## src/rtl/wordspi_master.sv

```systemverilog
module wordspi_master #(
  parameter int unsigned MAX_RATE = 9
) (
  input  logic       clk,
  input  logic       rst_n,
  input  logic       reg_wr,
  input  logic       reg_rd,
  input  logic [2:0] reg_addr,
  input  logic [7:0] reg_wdata,
  output logic [7:0] reg_rdata,
  output logic       irq,
  output logic       sck,
  output logic       mosi,
  input  logic       miso,
  output logic       cs_n
);
  localparam int unsigned CW = MAX_RATE + 1;

  typedef enum logic [1:0] {IDLE, RUN, TAIL} st_t;

  st_t         state;
  logic [3:0]  rate;
  logic        cpol, cpha;
  logic        irq_en, cs_man, cs_lvl;
  logic [4:0]  lenm1;
  logic [23:0] tx_stage;
  logic [31:0] tx_hold, tx_sh, rx_sh, rx_buf;
  logic        tx_full, rx_valid, rx_ovr;
  logic        mosi_q, sck_int, phase;
  logic [5:0]  bits_left;
  logic [CW-1:0] cnt;

  wire [5:0]    len      = {1'b0, lenm1} + 6'd1;
  wire [3:0]    rate_c   = (rate > 4'(MAX_RATE)) ? 4'(MAX_RATE) : rate;
  wire [CW-1:0] half_m1  = (CW'(1) << rate_c) - CW'(1);
  wire          tick     = (cnt == half_m1);
  wire          wr_hit0  = reg_wr && (reg_addr == 3'd0);
  wire          rd_hit0  = reg_rd && (reg_addr == 3'd0);
  wire [31:0]   tx_align = tx_hold << (6'd32 - len);
  wire          trail    = (state == RUN) && tick && phase;
  wire          last_bit = trail && (bits_left == 6'd1);
  wire [31:0]   rx_next  = cpha ? {rx_sh[30:0], miso} : rx_sh;
  wire          reload   = tx_full && ((state == IDLE) || last_bit);
  wire          busy     = (state != IDLE) || tx_full;

  assign sck  = sck_int ^ cpol;
  assign mosi = mosi_q;
  assign cs_n = cs_man ? !cs_lvl : (state == IDLE);
  assign irq  = irq_en && rx_valid;

  always_ff @(posedge clk or negedge rst_n) begin
    if (!rst_n) begin
      rate     <= '0;
      cpol     <= 1'b0;
      cpha     <= 1'b0;
      irq_en   <= 1'b0;
      cs_man   <= 1'b0;
      cs_lvl   <= 1'b0;
      lenm1    <= 5'd7;
      tx_stage <= '0;
    end else if (reg_wr) begin
      case (reg_addr)
        3'd1: tx_stage[7:0]   <= reg_wdata;
        3'd2: tx_stage[15:8]  <= reg_wdata;
        3'd3: tx_stage[23:16] <= reg_wdata;
        3'd4: {cpha, cpol, rate} <= reg_wdata[5:0];
        3'd5: {cs_lvl, cs_man, irq_en} <= reg_wdata[2:0];
        3'd6: lenm1 <= reg_wdata[4:0];
        default: ;
      endcase
    end
  end

  always_ff @(posedge clk or negedge rst_n) begin
    if (!rst_n) begin
      tx_hold <= '0;
      tx_full <= 1'b0;
    end else begin
      if (reload) tx_full <= 1'b0;
      if (wr_hit0) begin
        tx_hold <= {tx_stage, reg_wdata};
        tx_full <= 1'b1;
      end
    end
  end

  always_ff @(posedge clk or negedge rst_n) begin
    if (!rst_n) begin
      state     <= IDLE;
      cnt       <= '0;
      phase     <= 1'b0;
      sck_int   <= 1'b0;
      mosi_q    <= 1'b0;
      tx_sh     <= '0;
      rx_sh     <= '0;
      bits_left <= '0;
    end else begin
      cnt <= ((state == IDLE) || tick) ? '0 : cnt + CW'(1);
      case (state)
        IDLE: ;
        RUN: if (tick) begin
          sck_int <= !phase;
          phase   <= !phase;
          if (!phase) begin
            if (cpha) begin
              mosi_q <= tx_sh[31];
              tx_sh  <= tx_sh << 1;
            end else begin
              rx_sh <= {rx_sh[30:0], miso};
            end
          end else begin
            rx_sh     <= rx_next;
            bits_left <= bits_left - 6'd1;
            if (!cpha) begin
              mosi_q <= tx_sh[31];
              tx_sh  <= tx_sh << 1;
            end
            if (bits_left == 6'd1 && !tx_full) state <= TAIL;
          end
        end
        TAIL: if (tick) state <= IDLE;
        default: state <= IDLE;
      endcase
      if (reload) begin
        state     <= RUN;
        phase     <= 1'b0;
        bits_left <= len;
        rx_sh     <= '0;
        tx_sh     <= cpha ? tx_align : (tx_align << 1);
        if (!cpha) mosi_q <= tx_align[31];
      end
    end
  end

  always_ff @(posedge clk or negedge rst_n) begin
    if (!rst_n) begin
      rx_buf   <= '0;
      rx_valid <= 1'b0;
      rx_ovr   <= 1'b0;
    end else begin
      if (rd_hit0) rx_valid <= 1'b0;
      if (reg_wr && (reg_addr == 3'd7) && reg_wdata[3]) rx_ovr <= 1'b0;
      if (last_bit) begin
        rx_buf   <= rx_next;
        rx_valid <= 1'b1;
        if (rx_valid && !rd_hit0) rx_ovr <= 1'b1;
      end
    end
  end

  always_comb begin
    case (reg_addr)
      3'd0:    reg_rdata = rx_buf[7:0];
      3'd1:    reg_rdata = rx_buf[15:8];
      3'd2:    reg_rdata = rx_buf[23:16];
      3'd3:    reg_rdata = rx_buf[31:24];
      3'd4:    reg_rdata = {2'b00, cpha, cpol, rate};
      3'd5:    reg_rdata = {5'b0, cs_lvl, cs_man, irq_en};
      3'd6:    reg_rdata = {3'b0, lenm1};
      default: reg_rdata = {4'b0, rx_ovr, rx_valid, !tx_full, busy};
    endcase
  end


  sck_idle_chk: assert property (@(posedge clk) disable iff (!rst_n)
    (state != RUN) |-> (sck == cpol));


  sck_rate_chk: assert property (@(posedge clk) disable iff (!rst_n)
    !$stable(sck_int) |-> ($past(tick) && $past(state) == RUN));


  cs_cover_chk: assert property (@(posedge clk) disable iff (!rst_n)
    (!$stable(sck_int) && !cs_man && !$past(cs_man)) |-> (!cs_n && !$past(cs_n)));


  bit_count_chk: assert property (@(posedge clk) disable iff (!rst_n)
    (state == RUN) |-> (bits_left != 6'd0 && bits_left <= len));


  hold_move_chk: assert property (@(posedge clk) disable iff (!rst_n)
    $fell(tx_full) |-> (state == RUN));


  overrun_chk: assert property (@(posedge clk) disable iff (!rst_n)
    $rose(rx_ovr) |-> $past(rx_valid));

endmodule

```

## config.mk

```make
export PLATFORM = sky130hd
export DESIGN_NAME = wordspi_master
export DESIGN_NICKNAME = d
export VERILOG_FILES = /design/src/rtl/wordspi_master.sv
export SDC_FILE = /design/constraint.sdc
export NUM_CORES = 1
export LEC_CHECK = 0
export BUFFER_PORTS_ARGS = -buffer_cell sky130_fd_sc_hd__buf_2
export CORE_AREA = 4 4 144 146
export DETAILED_ROUTE_END_ITERATION = 12
export DIE_AREA = 0 0 148 150
export GPL_TIMING_DRIVEN = 0
export PLACE_DENSITY = 0.75
export SLEW_MARGIN = 20
export SYNTH_ARGS = -nofsm -noshare
export SYNTH_HDL_FRONTEND = slang
export SYNTH_SLANG_ARGS = --single-unit
```

## constraint.sdc

```tcl
create_clock -name clk -period 4.4 [get_ports clk]
set_input_delay 0.22 -clock clk [delete_from_list [all_inputs] [get_ports clk]]
set_output_delay 0.22 -clock clk [all_outputs]
set_load 0.005 [all_outputs]
```

* After elaboration in Yosys (flattened, before gate mapping)
Cells that the tools add are included.
** Storage, ports and cells
- Output and inout port bits :: 12
- Flip-flop bits (word level) :: 190
- Word-level logic and storage cells :: 133
- Input bits :: 16
** Cells by class
- Shifts and indexed selects :: 2
- Bitwise operators :: 1
- Order comparisons :: 1
- Multiplexer cells :: 44
- Add/subtract/negate cells :: 5
- Equality and inequality tests :: 18
- Reduce and logical (&&, ||, !) cells :: 39
** Operators with widths (number)
- $mux 32 :: 13
- $pmux 8 s7 :: 1
- $shl 32x6->32 :: 1
- $mux 6 :: 4
- $mux 1 :: 18
- $reduce_and 2->1 :: 8
- $eq 3x3->1 const B :: 4
- $reduce_bool 2->1 :: 6
- $logic_and 1x1->1 :: 11
- $add 10x1->10 const B :: 1
- $eq 10x10->1 :: 1
- $mux 10 :: 1
- $mux 2 :: 5
- $shl 1x4->10 const A :: 1
- $sub 10x2->10 const B :: 1
- $ne 3x3->1 const B :: 3
- $add 5x1->6 const B :: 1
- $eq 3x2->1 const B :: 2
- $eq 6x1->1 const B :: 1
- $ne 3x2->1 const B :: 2
- $pmux 2 s3 :: 1
- $reduce_and 3->1 :: 2
- $sub 6x1->6 const B :: 1
- $sub 6x6->6 const A :: 1
- other kinds (15) :: 20

* Logic depth before layout (Yosys ltp)
- Depth in word-level cells :: 12
- Depth in mapped cells :: 13
- Mapped depth without buffers :: 9

* Least setup slack after synthesis
No wires, ideal clock.
- Path type :: reg2reg
- From :: reg rate[2]
- To :: reg tx_sh[14]
- Cell stages (with the launch flop) :: 14
- Setup slack :: 0.325 ns
- Setup time :: 0.140 ns
- Period minus slack after synthesis :: 4.075 ns
- Path buffers :: 4
- Data arrival time :: 3.935 ns
- Data required time :: 4.260 ns
- Cells stage by stage :: dfrtp_1 clkbuf_1 or4b_2 ha_1 clkbuf_1 or4b_1 and2_1 o221ai_1 or4b_1 buf_2 nor3_4 buf_6 mux2i_1 o32ai_1
** Between the ends
- Word-level cells in the longest chain between the ends :: 12
- Elaborated cells between the ends (all ways) :: 16
- Classes of those cells :: 1 x add/sub; 1 x order compare; 2 x eq/ne; 1 x shift; 2 x mux; 9 x reduce/logical
** Ends and longest elaborated chain
- from (decl) :: line 22 : logic [3:0] rate;
- from (signal assigned) :: line 66 : 3'd4: {cpha, cpol, rate} <= reg_wdata[5:0];
- $gt 4x4->1 :: line 34 : wire [3:0] rate_c = (rate > 4'(MAX_RATE)) ? 4'(MAX_RATE) : rate;
- $mux 4 (*) :: line 34
- $shl 1x4->10 (*) :: line 35 : wire [CW-1:0] half_m1 = (CW'(1) << rate_c) - CW'(1);
- $sub 10x2->10 (*) :: line 35
- $eq 10x10->1 (*) :: line 36 : wire tick = (cnt == half_m1);
- $logic_and 1x1->1 (2 in a row) :: line 40 : wire trail = (state == RUN) && tick && phase;
- $logic_and 1x1->1 :: line 41 : wire last_bit = trail && (bits_left == 6'd1);
- $logic_or 1x1->1 :: line 43 : wire reload = tx_full && ((state == IDLE) || last_bit);
- $logic_and 1x1->1 :: line 43
- $ne 3x2->1 (no source line) (tied with other cells)
- $reduce_and 4->1 (no source line)
- to (signal assigned) :: line 107 : tx_sh <= tx_sh << 1;
- to (signal assigned) :: line 116 : tx_sh <= tx_sh << 1;
- to (signal assigned) :: line 129 : tx_sh <= cpha ? tx_align : (tx_align << 1);
- to (decl) :: line 27 : logic [31:0] tx_hold, tx_sh, rx_sh, rx_buf;
Mark *: on every way between the ends. The rest lies on a longest branch, timed or not.
A chain may end at the register's enable or synchronous reset.

* Final worst setup path
- From :: reg rate[3]
- To :: reg tx_sh[14]
The elaborated chain is that of the path after synthesis.

==> results.py <==
metrics = {
    "detailed_routing": {
        "routed_wl_um": 28400,
        "drtIter0Drc": 695,
        "vias": 8600,
        "drcViolationCount": 0,
        "detail_route.vias_per_cell": 6.29,
        "dr.pass1.iters": 5,
        "ant_nets": 0,
        "drt-wirelength-per-cell_um": 20.8,
    },
    "logic_synthesis": {
        "synth_common_cells": "dfrtp_1, nand2_1, mux2i_1",
        "yosys-top-cells-area": "dfrtp_1, mux2_2, mux2i_1",
        "yosysTopAreaCell": "dfrtp_1",
        "synth_cells": 1040,
        "syn_nets": 1061,
        "synth_edf_count": 0,
        "synthDistinctLibCells": 64,
        "ys_async_sr_fraction_pct": 100,
        "synth_top_area_share_pct": 42.7,
        "seq_area_frac_synth_pct": 43.4,
        "synth_warnings": 0,
        "synth_ff_type": "dfrtp_1",
        "yosysMostFrequentCell": "dfrtp_1",
        "ys_seq_elements": 190,
        "synth_area_um2": 11000,
        "synth.avg_cell_area_um2": 10.5,
    },
    "setup_path": {
        "cp.required_ns": 4.71,
        "worstSetupEndpointType": "flop",
        "reg2reg_from": "rate[3]$_DFFE_PN0P_",
        "timing.reg2reg.setup_slack_ns": 0.23,
        "critical_path.top_delay_family": "simple AND/OR/NAND/NOR gates",
        "path_cells": "clkbuf_2 -> or4b_2 -> ha_2 -> or4b_1 -> and2_1 -> o221ai_2 -> or4b_1 -> buf_2 -> nor3_4 -> buf_12 -> buf_6 -> mux2i_1 -> o32ai_1",
        "cpPeakStageDelay_ns": 0.67,
        "reg2reg_to": "tx_sh[14]$_DFFE_PN0P_",
        "r2r_cells": 13,
        "path_class": "flop to flop",
        "cp_num_buf_inv": 4,
        "startpoint_type": "flop",
        "arrival_ns": 4.49,
        "crit_top_cell": "or4b_1",
        "cp_max_fo": 11,
        "slowest_stage": "or4b_2",
    },
    "sta": {
        "worstMarginPinSlew_ns": 0.906,
        "rsz0062_at_grt": "false",
        "fin_crit_sh_pct": 94.9,
        "slew_viol_final": 0,
        "setup_viol": 0,
        "finClkSkew_ns": 0.0126,
        "fin_crit_ns": 4.17,
        "fmax_mhz": 240,
        "hold_viol": 0,
        "relSlewSlack_pct": 39.1,
    },
    "floorplan": {
        "core_um2": 19400,
        "dieArea_um2": 22200,
        "die_w_um": 148,
        "initial_core_util_pct": 56.5,
        "pin_count": 28,
        "die_h_um": 150,
        "fp-row-count": 51,
    },
    "clock_network": {
        "clk_latency_ns": 0.44,
        "h-tree-depth": 4,
        "cts_buffers": 17,
        "clockBufferDepth": 2,
        "cts_tree": "done",
        "clk_pin_slew_ns": 0.08,
        "cts_root_buffer": "clkbuf_16",
        "clock_sinks": 190,
    },
    "cells_and_area": {
        "layout-drive-gt1-share_pct": 20.6,
        "finish.instance_area_um2": 12200,
        "stdcell_count": 1367,
        "nets": 1109,
        "postLayoutCoreUtil_pct": 62.9,
        "fillers": 1599,
        "syn_to_final_growth_pct": 11.3,
    },
    "global_routing": {
        "antenna_found_initial": 1,
        "grt_max_degree": 85,
        "grt_pass1_wl_um": 46400,
        "grtUsageTotal_pct": 26.6,
        "gr-total-overflow": 0,
        "grt_pass1_vias": 8418,
    },
    "outcome": {
        "status": "finished clean",
    },
    "placed_design": {
        "gp_congestion": 0.967,
        "io_buffer_count": 26,
        "dpl.hpwl_um": 20400,
        "dp.cells": 1333,
        "placed_area_um2": 11500,
    },
    "pwr": {
        "p_leak_nw": 5.03,
        "power.total_mw": 6.69,
        "ir_drop_mv": 0.354,
        "power.density_nw_per_um2": 548,
    },
    "min_path": {
        "min-delay-start": "miso",
        "hold_path_depth": 3,
        "hp-class": "input pin to flop",
        "holdPathEnd": "rx_sh[0]$_DFFE_PN0P_",
    },
    "flow_run": {
        "cap_viol_max_count": 0,
    },
}
==> final cells by class <==
class	count	area [um2]	area share (%)
clock inverters	15	220	1.80
plain buffers	81	345	2.83
flip-flops and latches	190	4760	39.0
repair buffers	30	225	1.84
multi-input cells	756	5850	48.0
inverters	12	45.0	0.369
well taps	265	332	2.72
clock buffers	17	425	3.48
diodes	1	2.50	0.0205
==> cell usage in the layout, fill, tap and decap left out, types with 17 or more instances in the layout <==
cell type	n
a21oi_1	58
buf_2	30
clkbuf_1	54
clkbuf_16	17
dfrtp_1	187
mux2_2	92
mux2i_1	100
mux4_2	41
nand2_1	136
nand3_1	26
nor2_1	51
o21ai_0	56
o22ai_1	29
==> through the flow <==
step	hold WS, ns	setup slack [ns]	TNS, ns
global route	0.0610	0.0374	0
global placement	0.461	-0.464	-20.41
floorplan	-0.0756	0.325	0
detailed placement	0.129	-0.573	-25.54
finish	0.0455	0.226	0
CTS	0.0380	0.0196	0
==> where the power goes <==
group	switching [mW]	total (mW)	internal, mW
sequential	0.330	2.40	2.07
clock	0.794	1.63	0.833
combinational	1.42	2.67	1.25
==> tightest hold or removal path, delay by kind of cell <==
family | cells | cell delay [ns]
AO/OA/AOI/OAI | 1 | 0.05
buffers and inverters | 1 | 0.12
AND/OR/NAND/NOR | 1 | 0.05
==> worst max path at each step <==
stage | from | end | cells after the start
global route | rate[3]$_DFFE_PN0P_ | tx_sh[23]$_DFFE_PN0P_ | 13
floorplan | rate[2]$_DFFE_PN0P_ | tx_sh[14]$_DFFE_PN0P_ | 13
global placement | rate[2]$_DFFE_PN0P_ | tx_sh[28]$_DFFE_PN0P_ | 12
finish | rate[3]$_DFFE_PN0P_ | tx_sh[14]$_DFFE_PN0P_ | 13
detailed placement | rate[2]$_DFFE_PN0P_ | tx_sh[24]$_DFFE_PN0P_ | 12
CTS | rate[3]$_DFFE_PN0P_ | tx_sh[14]$_DFFE_PN0P_ | 14
==> state kept, by name, summed over array words and instances (netlist names), 2 cells and up <==
name,flops
rx_buf,32
rx_sh,32
tx_hold,32
tx_sh,32
tx_stage,24
cnt,10
bits_left,6
lenm1,5
rate,4
state,2
==> logic make-up after synthesis <==
| group | after synthesis | share of synthesized area (%) |
|---|---|---|
| flip-flops | 190 | 43.4 |
| AND/OR/NAND/NOR | 288 | 12.1 |
| AO/OA/AOI/OAI | 206 | 11.6 |
| adder cells (fa/ha/maj) | 5 | 0.570 |
| multiplexers | 233 | 27.0 |
| XOR/XNOR | 24 | 1.92 |
| buffers and inverters | 94 | 3.47 |
==> timing repair <==
item                       in CTS  in global routing
hold buffers                    1                  0
buffers inserted                1                  0
pin swaps                       1                  0
gates resized for setup        11                  9
setup endpoints to repair      72                 97
hold endpoints to repair       38                  0
==> routing by layer <==
metal  part of all wire (%)  GRT usage (%)  vias up
met3                    5.8           4.45       59
met2                     49           44.2      316
li1                       -              -     3918
met4                    2.3           7.39        0
met5                      0              0        -
met1                     43           36.4     4307
Power figures use the tool's default switching activity.
